`src/rtl/fill_servo_pkg.sv`:
```
package fill_servo_pkg;
    typedef enum logic [1:0] {
        S_IDLE  = 2'd0,
        S_ACCUM = 2'd1,
        S_APPLY = 2'd2
    } servo_state_e;
endpackage

```
`src/rtl/fill_meter.sv`:
```
module fill_meter #(
    parameter int PTR_W = 6,
    parameter int ERR_W = PTR_W + 2
) (
    input  logic [PTR_W:0]           wr_pos,
    input  logic [PTR_W:0]           rd_pos,
    output logic signed [ERR_W-1:0]  err
);
    localparam int CNT_W = PTR_W + 1;
    localparam logic [ERR_W-1:0] HALF = ERR_W'(1) << (PTR_W - 1);

    logic [CNT_W-1:0] fill;

    // modular distance between writer and reader, wrap bit included
    assign fill = wr_pos - rd_pos;
    assign err  = $signed(HALF - {1'b0, fill});
endmodule

```
`src/rtl/servo_integ.sv`:
```
module servo_integ #(
    parameter int ERR_W = 8,
    parameter int INT_W = 16
) (
    input  logic                     clk,
    input  logic                     rst_n,
    input  logic                     en,
    input  logic                     clr,
    input  logic signed [ERR_W-1:0]  err,
    input  logic [INT_W-2:0]         lim,
    output logic signed [INT_W-1:0]  q
);
    localparam int EXT_W = INT_W + 1;

    logic signed [EXT_W-1:0] sum;
    logic signed [EXT_W-1:0] lim_p;
    logic signed [EXT_W-1:0] lim_n;
    logic signed [INT_W-1:0] nxt;

    assign lim_p = $signed({2'b00, lim});
    assign lim_n = -lim_p;
    assign sum   = $signed({q[INT_W-1], q}) +
                   $signed({{(EXT_W-ERR_W){err[ERR_W-1]}}, err});

    always_comb begin
        if (sum > lim_p)      nxt = lim_p[INT_W-1:0];
        else if (sum < lim_n) nxt = lim_n[INT_W-1:0];
        else                  nxt = sum[INT_W-1:0];
    end

    always_ff @(posedge clk or negedge rst_n) begin
        if (!rst_n)   q <= '0;
        else if (en)  q <= clr ? '0 : nxt;
    end

    AST_INTEG_BOUND: assert property (@(posedge clk) disable iff (!rst_n)
        en |=> ($signed({q[INT_W-1], q}) <= $past(lim_p) &&
                $signed({q[INT_W-1], q}) >= $past(lim_n)));
    AST_PMODE_CLEARS: assert property (@(posedge clk) disable iff (!rst_n)
        (en && clr) |=> (q == '0));
endmodule

```
`src/rtl/trim_shaper.sv`:
```
module trim_shaper #(
    parameter int ERR_W   = 8,
    parameter int INT_W   = 16,
    parameter int TRIM_W  = 12,
    parameter int SHIFT_W = 3
) (
    input  logic signed [ERR_W-1:0]  err,
    input  logic signed [INT_W-1:0]  integ,
    input  logic [SHIFT_W-1:0]       kp_shift,
    input  logic [SHIFT_W-1:0]       ki_shift,
    input  logic [TRIM_W-2:0]        lim,
    output logic signed [TRIM_W-1:0] trim_nxt
);
    localparam int P_W   = ERR_W + (1 << SHIFT_W);
    localparam int SUM_W = ((P_W > INT_W) ? P_W : INT_W) + 1;

    logic signed [SUM_W-1:0] err_ext;
    logic signed [SUM_W-1:0] int_ext;
    logic signed [SUM_W-1:0] p_term;
    logic signed [SUM_W-1:0] i_term;
    logic signed [SUM_W-1:0] total;
    logic signed [SUM_W-1:0] lim_p;
    logic signed [SUM_W-1:0] lim_n;

    assign err_ext = $signed({{(SUM_W-ERR_W){err[ERR_W-1]}}, err});
    assign int_ext = $signed({{(SUM_W-INT_W){integ[INT_W-1]}}, integ});
    assign p_term  = err_ext <<< kp_shift;
    assign i_term  = int_ext >>> ki_shift;
    assign total   = p_term + i_term;
    assign lim_p   = $signed({{(SUM_W-TRIM_W+1){1'b0}}, lim});
    assign lim_n   = -lim_p;

    always_comb begin
        if (total > lim_p)      trim_nxt = lim_p[TRIM_W-1:0];
        else if (total < lim_n) trim_nxt = lim_n[TRIM_W-1:0];
        else                    trim_nxt = total[TRIM_W-1:0];
    end
endmodule

```
`src/rtl/fill_servo.sv`:
```
module fill_servo
    import fill_servo_pkg::*;
#(
    parameter int PTR_W   = 6,
    parameter int INT_W   = 16,
    parameter int TRIM_W  = 12,
    parameter int SHIFT_W = 3
) (
    input  logic                      clk,
    input  logic                      rst_n,
    input  logic                      tick,
    input  logic                      pi_mode,
    input  logic [SHIFT_W-1:0]        kp_shift,
    input  logic [SHIFT_W-1:0]        ki_shift,
    input  logic [TRIM_W-2:0]         trim_limit,
    input  logic [INT_W-2:0]          int_limit,
    input  logic [PTR_W:0]            wr_pos,
    input  logic [PTR_W:0]            rd_pos,
    output logic signed [TRIM_W-1:0]  trim,
    output logic                      trim_upd
);
    localparam int ERR_W = PTR_W + 2;

    servo_state_e state, state_nxt;

    logic signed [ERR_W-1:0]  err_now;
    logic signed [ERR_W-1:0]  err_q;
    logic signed [INT_W-1:0]  integ;
    logic signed [TRIM_W-1:0] trim_nxt;

    fill_meter #(.PTR_W(PTR_W), .ERR_W(ERR_W)) u_meter (
        .wr_pos (wr_pos),
        .rd_pos (rd_pos),
        .err    (err_now)
    );

    servo_integ #(.ERR_W(ERR_W), .INT_W(INT_W)) u_integ (
        .clk   (clk),
        .rst_n (rst_n),
        .en    (state == S_ACCUM),
        .clr   (!pi_mode),
        .err   (err_q),
        .lim   (int_limit),
        .q     (integ)
    );

    trim_shaper #(.ERR_W(ERR_W), .INT_W(INT_W), .TRIM_W(TRIM_W),
                  .SHIFT_W(SHIFT_W)) u_shaper (
        .err      (err_q),
        .integ    (integ),
        .kp_shift (kp_shift),
        .ki_shift (ki_shift),
        .lim      (trim_limit),
        .trim_nxt (trim_nxt)
    );

    // next-state: accept -> accumulate -> publish
    always_comb begin
        state_nxt = state;
        unique case (state)
            S_IDLE:  if (tick) state_nxt = S_ACCUM;
            S_ACCUM: state_nxt = S_APPLY;
            S_APPLY: state_nxt = S_IDLE;
            default: state_nxt = S_IDLE;
        endcase
    end

    always_ff @(posedge clk or negedge rst_n) begin
        if (!rst_n) state <= S_IDLE;
        else        state <= state_nxt;
    end

    // registered outputs
    always_ff @(posedge clk or negedge rst_n) begin
        if (!rst_n) begin
            err_q    <= '0;
            trim     <= '0;
            trim_upd <= 1'b0;
        end else begin
            trim_upd <= 1'b0;
            unique case (state)
                S_IDLE:  if (tick) err_q <= err_now;
                S_ACCUM: ;
                S_APPLY: begin
                    trim     <= trim_nxt;
                    trim_upd <= 1'b1;
                end
                default: ;
            endcase
        end
    end

    AST_UPD_SINGLE: assert property (@(posedge clk) disable iff (!rst_n)
        trim_upd |=> !trim_upd);
    AST_TRIM_HOLD: assert property (@(posedge clk) disable iff (!rst_n)
        (state != S_APPLY) |=> $stable(trim));
    AST_TRIM_LIMIT: assert property (@(posedge clk) disable iff (!rst_n)
        trim_upd |-> (trim <= $signed({1'b0, $past(trim_limit)}) &&
                      trim >= -$signed({1'b0, $past(trim_limit)})));
    AST_BUSY_IGNORE: assert property (@(posedge clk) disable iff (!rst_n)
        (state != S_IDLE && tick) |=> (state != S_ACCUM));
endmodule

```
`config.mk`:
```
export PLATFORM = sky130hd
export DESIGN_NAME = fill_servo
export DESIGN_NICKNAME = d
export VERILOG_FILES = /design/src/rtl/fill_servo_pkg.sv /design/src/rtl/fill_meter.sv /design/src/rtl/servo_integ.sv /design/src/rtl/trim_shaper.sv /design/src/rtl/fill_servo.sv
export SDC_FILE = /design/constraint.sdc
export NUM_CORES = 1
export LEC_CHECK = 0
export ABC_AREA = 1
export ABC_CLOCK_PERIOD_IN_PS = 8520
export BUFFER_PORTS_ARGS = -buffer_cell sky130_fd_sc_hd__buf_4
export CAP_MARGIN = 40
export CORE_MARGIN = 8
export CORE_UTILIZATION = 35
export CTS_BUF_LIST = sky130_fd_sc_hd__clkbuf_8 sky130_fd_sc_hd__clkbuf_16
export DETAILED_ROUTE_END_ITERATION = 16
export HOLD_SLACK_MARGIN = 0.15
export PLACE_DENSITY_LB_ADDON = 0.2
export SYNTH_ARGS = -nofsm -noshare
export SYNTH_HDL_FRONTEND = slang
export SYNTH_SLANG_ARGS = --single-unit
export TNS_END_PERCENT = 20
```
`constraint.sdc`:
```
create_clock -name clk -period 8.52 [get_ports clk]
set_input_delay 0.426 -clock clk [delete_from_list [all_inputs] [get_ports clk]]
set_output_delay 0.426 -clock clk [all_outputs]
set_load 0.01 [all_outputs]
```
==> impl_results.md <==
* Worst Hold Launch: int_limit[0]
* CP endpoint kind: flip-flop
* Largest net degree at the start of global routing at 40
* Crit path required time at just under 9000 ps
* Total number of yosys warnings at 0
* VDD IR max at about 0.34 mV
* Die width at roughly 160 µm
* Total GRT Usage at about 16%
* CTS root buf: clkbuf_16
* Arr. time, crit path at ~4700 ps
* Largest stage delay on the critical path at a little over 400 ps
* Cell Area, Placed at between 7000 and 8000 µm²
* First-pass GRT wire length at 31500 µm
* CTS buffer count at 5
* Skew final at about 13 ps
* Pwr dens at 414 nW/µm²
* Starting Density at 35.2%
* Pre-antenna DRT Iters at 5
* Number of flops mapped to enable cells by yosys at 0
* Initial antenna violation count at 0
* Cell taking the most area after synthesis: ha_1
* Worst r2r src: u_integ.q[6]
* Io pins at 63
* Relative slew margins at 60.1%
* Distinct cells, synth at 53
* WS Path Type: flip-flop to flip-flop
* TNS Setup at 0 ps
* Hold Path Class: primary input to flip-flop
* Primary FF master, synth: dfrtp_1
* Row count at 51
* Startpoint class of the critical path: flip-flop
* H-tree depth at 2
* CTS tree: built
* Fmax at about 220 MHz
* Worst-skew pair later-pin latency at 300 ps
* # clock sinks at 39
* Post-synthesis instance area at just under 7000 µm²
* Antenna-violating nets left at 0
* Crit-path max FO at 21
* Pwr Total at around 0.0032 W
* Period utilization at around 52%
* Die Ht at 155 µm
* Gpl congestion at between 0.8 and 0.9
* Hpwl dp at about 15000 µm
* Share of the yosys chip area belonging to registers at 14.4%
* Antenna cells at 0
* PostCTS Resize Cnt at 0
* Synth top area cells: ha_1 18%, nand2_1 15%, dfrtp_1 14%, inv_1 8.2%, nand3_1 6.7%
* Residual DRC count at 0
* Mapped Cells at 1058
* Final Hold Viols at 0
* Finished Cell Area at 7620 µm²
* Post-synth ARST share at 100%
* Starting DRT DRC Count at roughly 370
* Via density at ~4.8
* Final-report setup violation count at 0
* Yosys reg bits at 39
* RSZ-0062 raised after global routing: false
* Crit-path slowest cell: fa_1
* Final net count at between 1000 and 1500
* Critical path buffers and inverters at 3
* Syn_nets at roughly 1200
* IO Port Bufs at 62
* Leakage power at a little over 4 nW
* Clock buffer depth at 2
* Least-Margin Pin Slew at roughly 600 ps
* Core footprint at roughly 19000 µm²
* Grt total ovfl at 0
* Slew Viols, Final at 0
* Clk slew on worst S/H paths at approximately 80 ps
* Max-Cap Viols at 0
* Final WL at about 18000 µm
* Status: completed
* Crit. Startpoint: u_integ.q[6]
* Vias in the first global route at ~6500
* Min Tclk post-route at 4460 ps
* Top-area cell type share of the netlist area at ~18%
* Wire length per cell at about 13 µm
* Critical Path, Cell by Cell: inv_1 -> o21ai_0 -> o21ai_0 -> mux2i_1 -> ha_1 -> fa_1 -> nand3_1 -> nand2_1 -> a31o_2 -> xnor2_1 -> inv_1 -> ha_1 -> nand2_1 -> nor2_1 -> nand3_1 -> nand4_1 -> a21oi_1 -> o21ai_0 -> nand2_1 -> nand4_2 -> nand2_2 -> o21ai_1 -> inv_2 -> a21oi_2
* Cell family with the largest share of critical-path delay: compound AO/OA/AOI/OAI gates
* Avg Cell Area, Syn at about 6.4 µm²
* Synth-to-layout area growth at 12.7%
* Ratio of cells with drive above 1 in the final layout at between 10% and 20%
* Vias at roughly 6600
* Die area at 24000 µm²
==> repair_timing <==
item | 4_1_cts | 5_1_grt
endpoints found under the hold margin | 1 | 0
setup buffers | 0 | 0
hold buffers | 1 | 0
==> per-layer routing <==
layer | track usage [%] | vias to the layer above | routed length [µm]
li1 | - | 3575 | -
met1 | 20.2 | 2956 | 8730
met2 | 27.6 | 88 | 8920
met3 | 1.94 | 12 | 504
met4 | 3.17 | 0 | 143
met5 | 0 | - | 0
==> flip-flops by register name (all words and copies together) (netlist names) <==
signal	flops
trim_upd	1
u_integ.q	16
err_q	8
state	2
trim	12
==> power by group <==
part | internal [W] | switching (W) | total, W | leakage [nW]
Combinational | 0.000938 | 0.00168 | 0.00262 | 3.60
Sequential | 0.000258 | 0.0000701 | 0.000328 | 0.475
Clock | 0.000110 | 0.0000950 | 0.000205 | 0.0664
Total | 0.00131 | 0.00185 | 0.00315 | 4.14
==> placed cells by master (no fill, tap or decap), types with 4 or more instances in the layout <==
| cell | instances |
|---|---|
| a21oi_2 | 12 |
| nand2_4 | 4 |
| dfrtp_1 | 39 |
| mux2i_1 | 6 |
| xnor2_1 | 10 |
| o211ai_1 | 8 |
| nand3_1 | 91 |
| nor2_2 | 6 |
| nand4_1 | 15 |
| nand3_2 | 8 |
| o21ai_1 | 17 |
| nand2_1 | 278 |
| inv_1 | 148 |
| clkbuf_16 | 5 |
| nor3_1 | 16 |
| inv_2 | 16 |
| nor2_1 | 66 |
| xor2_1 | 36 |
| a31oi_1 | 4 |
| buf_4 | 64 |
| nand2_2 | 6 |
| a21oi_1 | 46 |
| o21ai_0 | 65 |
| ha_1 | 96 |
==> cells by family (layout without fill, tap and decap cells) <==
group	Yosys count	count (layout)	synth area share, %
and+or+nand+nor	506	506	34.1
buffers and inverters	189	241	11.1
AOI/OAI and AO/OA	173	173	14.9
adders and majority gates	99	99	18.6
xor gates and xnor gates	46	46	5.96
DFF	39	39	14.4
muxes	6	6	0.888
==> worst reg2reg max path, delay by kind of cell (launching register included) <==
kind	cells	cell delay, ps
flops	1	390
mux	1	130
fa+ha+maj	3	950
simple gates	9	1130
buf+inv	3	280
xor+xnor	1	290
compound gates	7	1210
==> through the flow <==
step | utilization (%) | hold WS [ps] | std cells | worst slack, ps
after floorplan | - | 130 | 1058 | 4420
after global placement | 38.8 | 477 | 1365 | 3850
after detailed placement | 38.9 | 477 | 1366 | 3830
after CTS | 39.7 | 427 | 1375 | 4050
after global routing | 39.7 | 488 | 1375 | 3610
final | 39.7 | 424 | 1375 | 4060
==> synth_stat cells (8+ instances only) <==
cell type,number
nand2_1,278
a21oi_1,46
nand4_1,15
nand3_2,8
dfrtp_1,39
xnor2_1,10
o211ai_1,8
a21oi_2,12
o21ai_0,65
inv_1,148
nor3_1,16
ha_1,96
xor2_1,36
nand3_1,91
nor2_1,66
o21ai_1,17
clkbuf_1,13
inv_2,16
==> final timing paths <==
kind	to	slack, ps	depth (start not counted)
max reg2reg	trim[4]	4060	24
max in group asynchronous	trim[9]	7470	2
min reg2reg	trim[11]	500	2
max	trim[4]	4060	24
min	u_integ.q[0]	420	3
min in group asynchronous	u_integ.q[14]	650	2
==> layout make-up <==
cell class | count | area (µm²)
fillers | 2107 | 11600
clock inverters | 3 | 23.8
flip-flops and latches | 39 | 976
inverters | 167 | 629
multi-input cells | 830 | 5040
repair buffers | 66 | 502
well taps | 265 | 332
clock buffers | 5 | 125
Note: power is estimated with default switching activity, not from simulation.
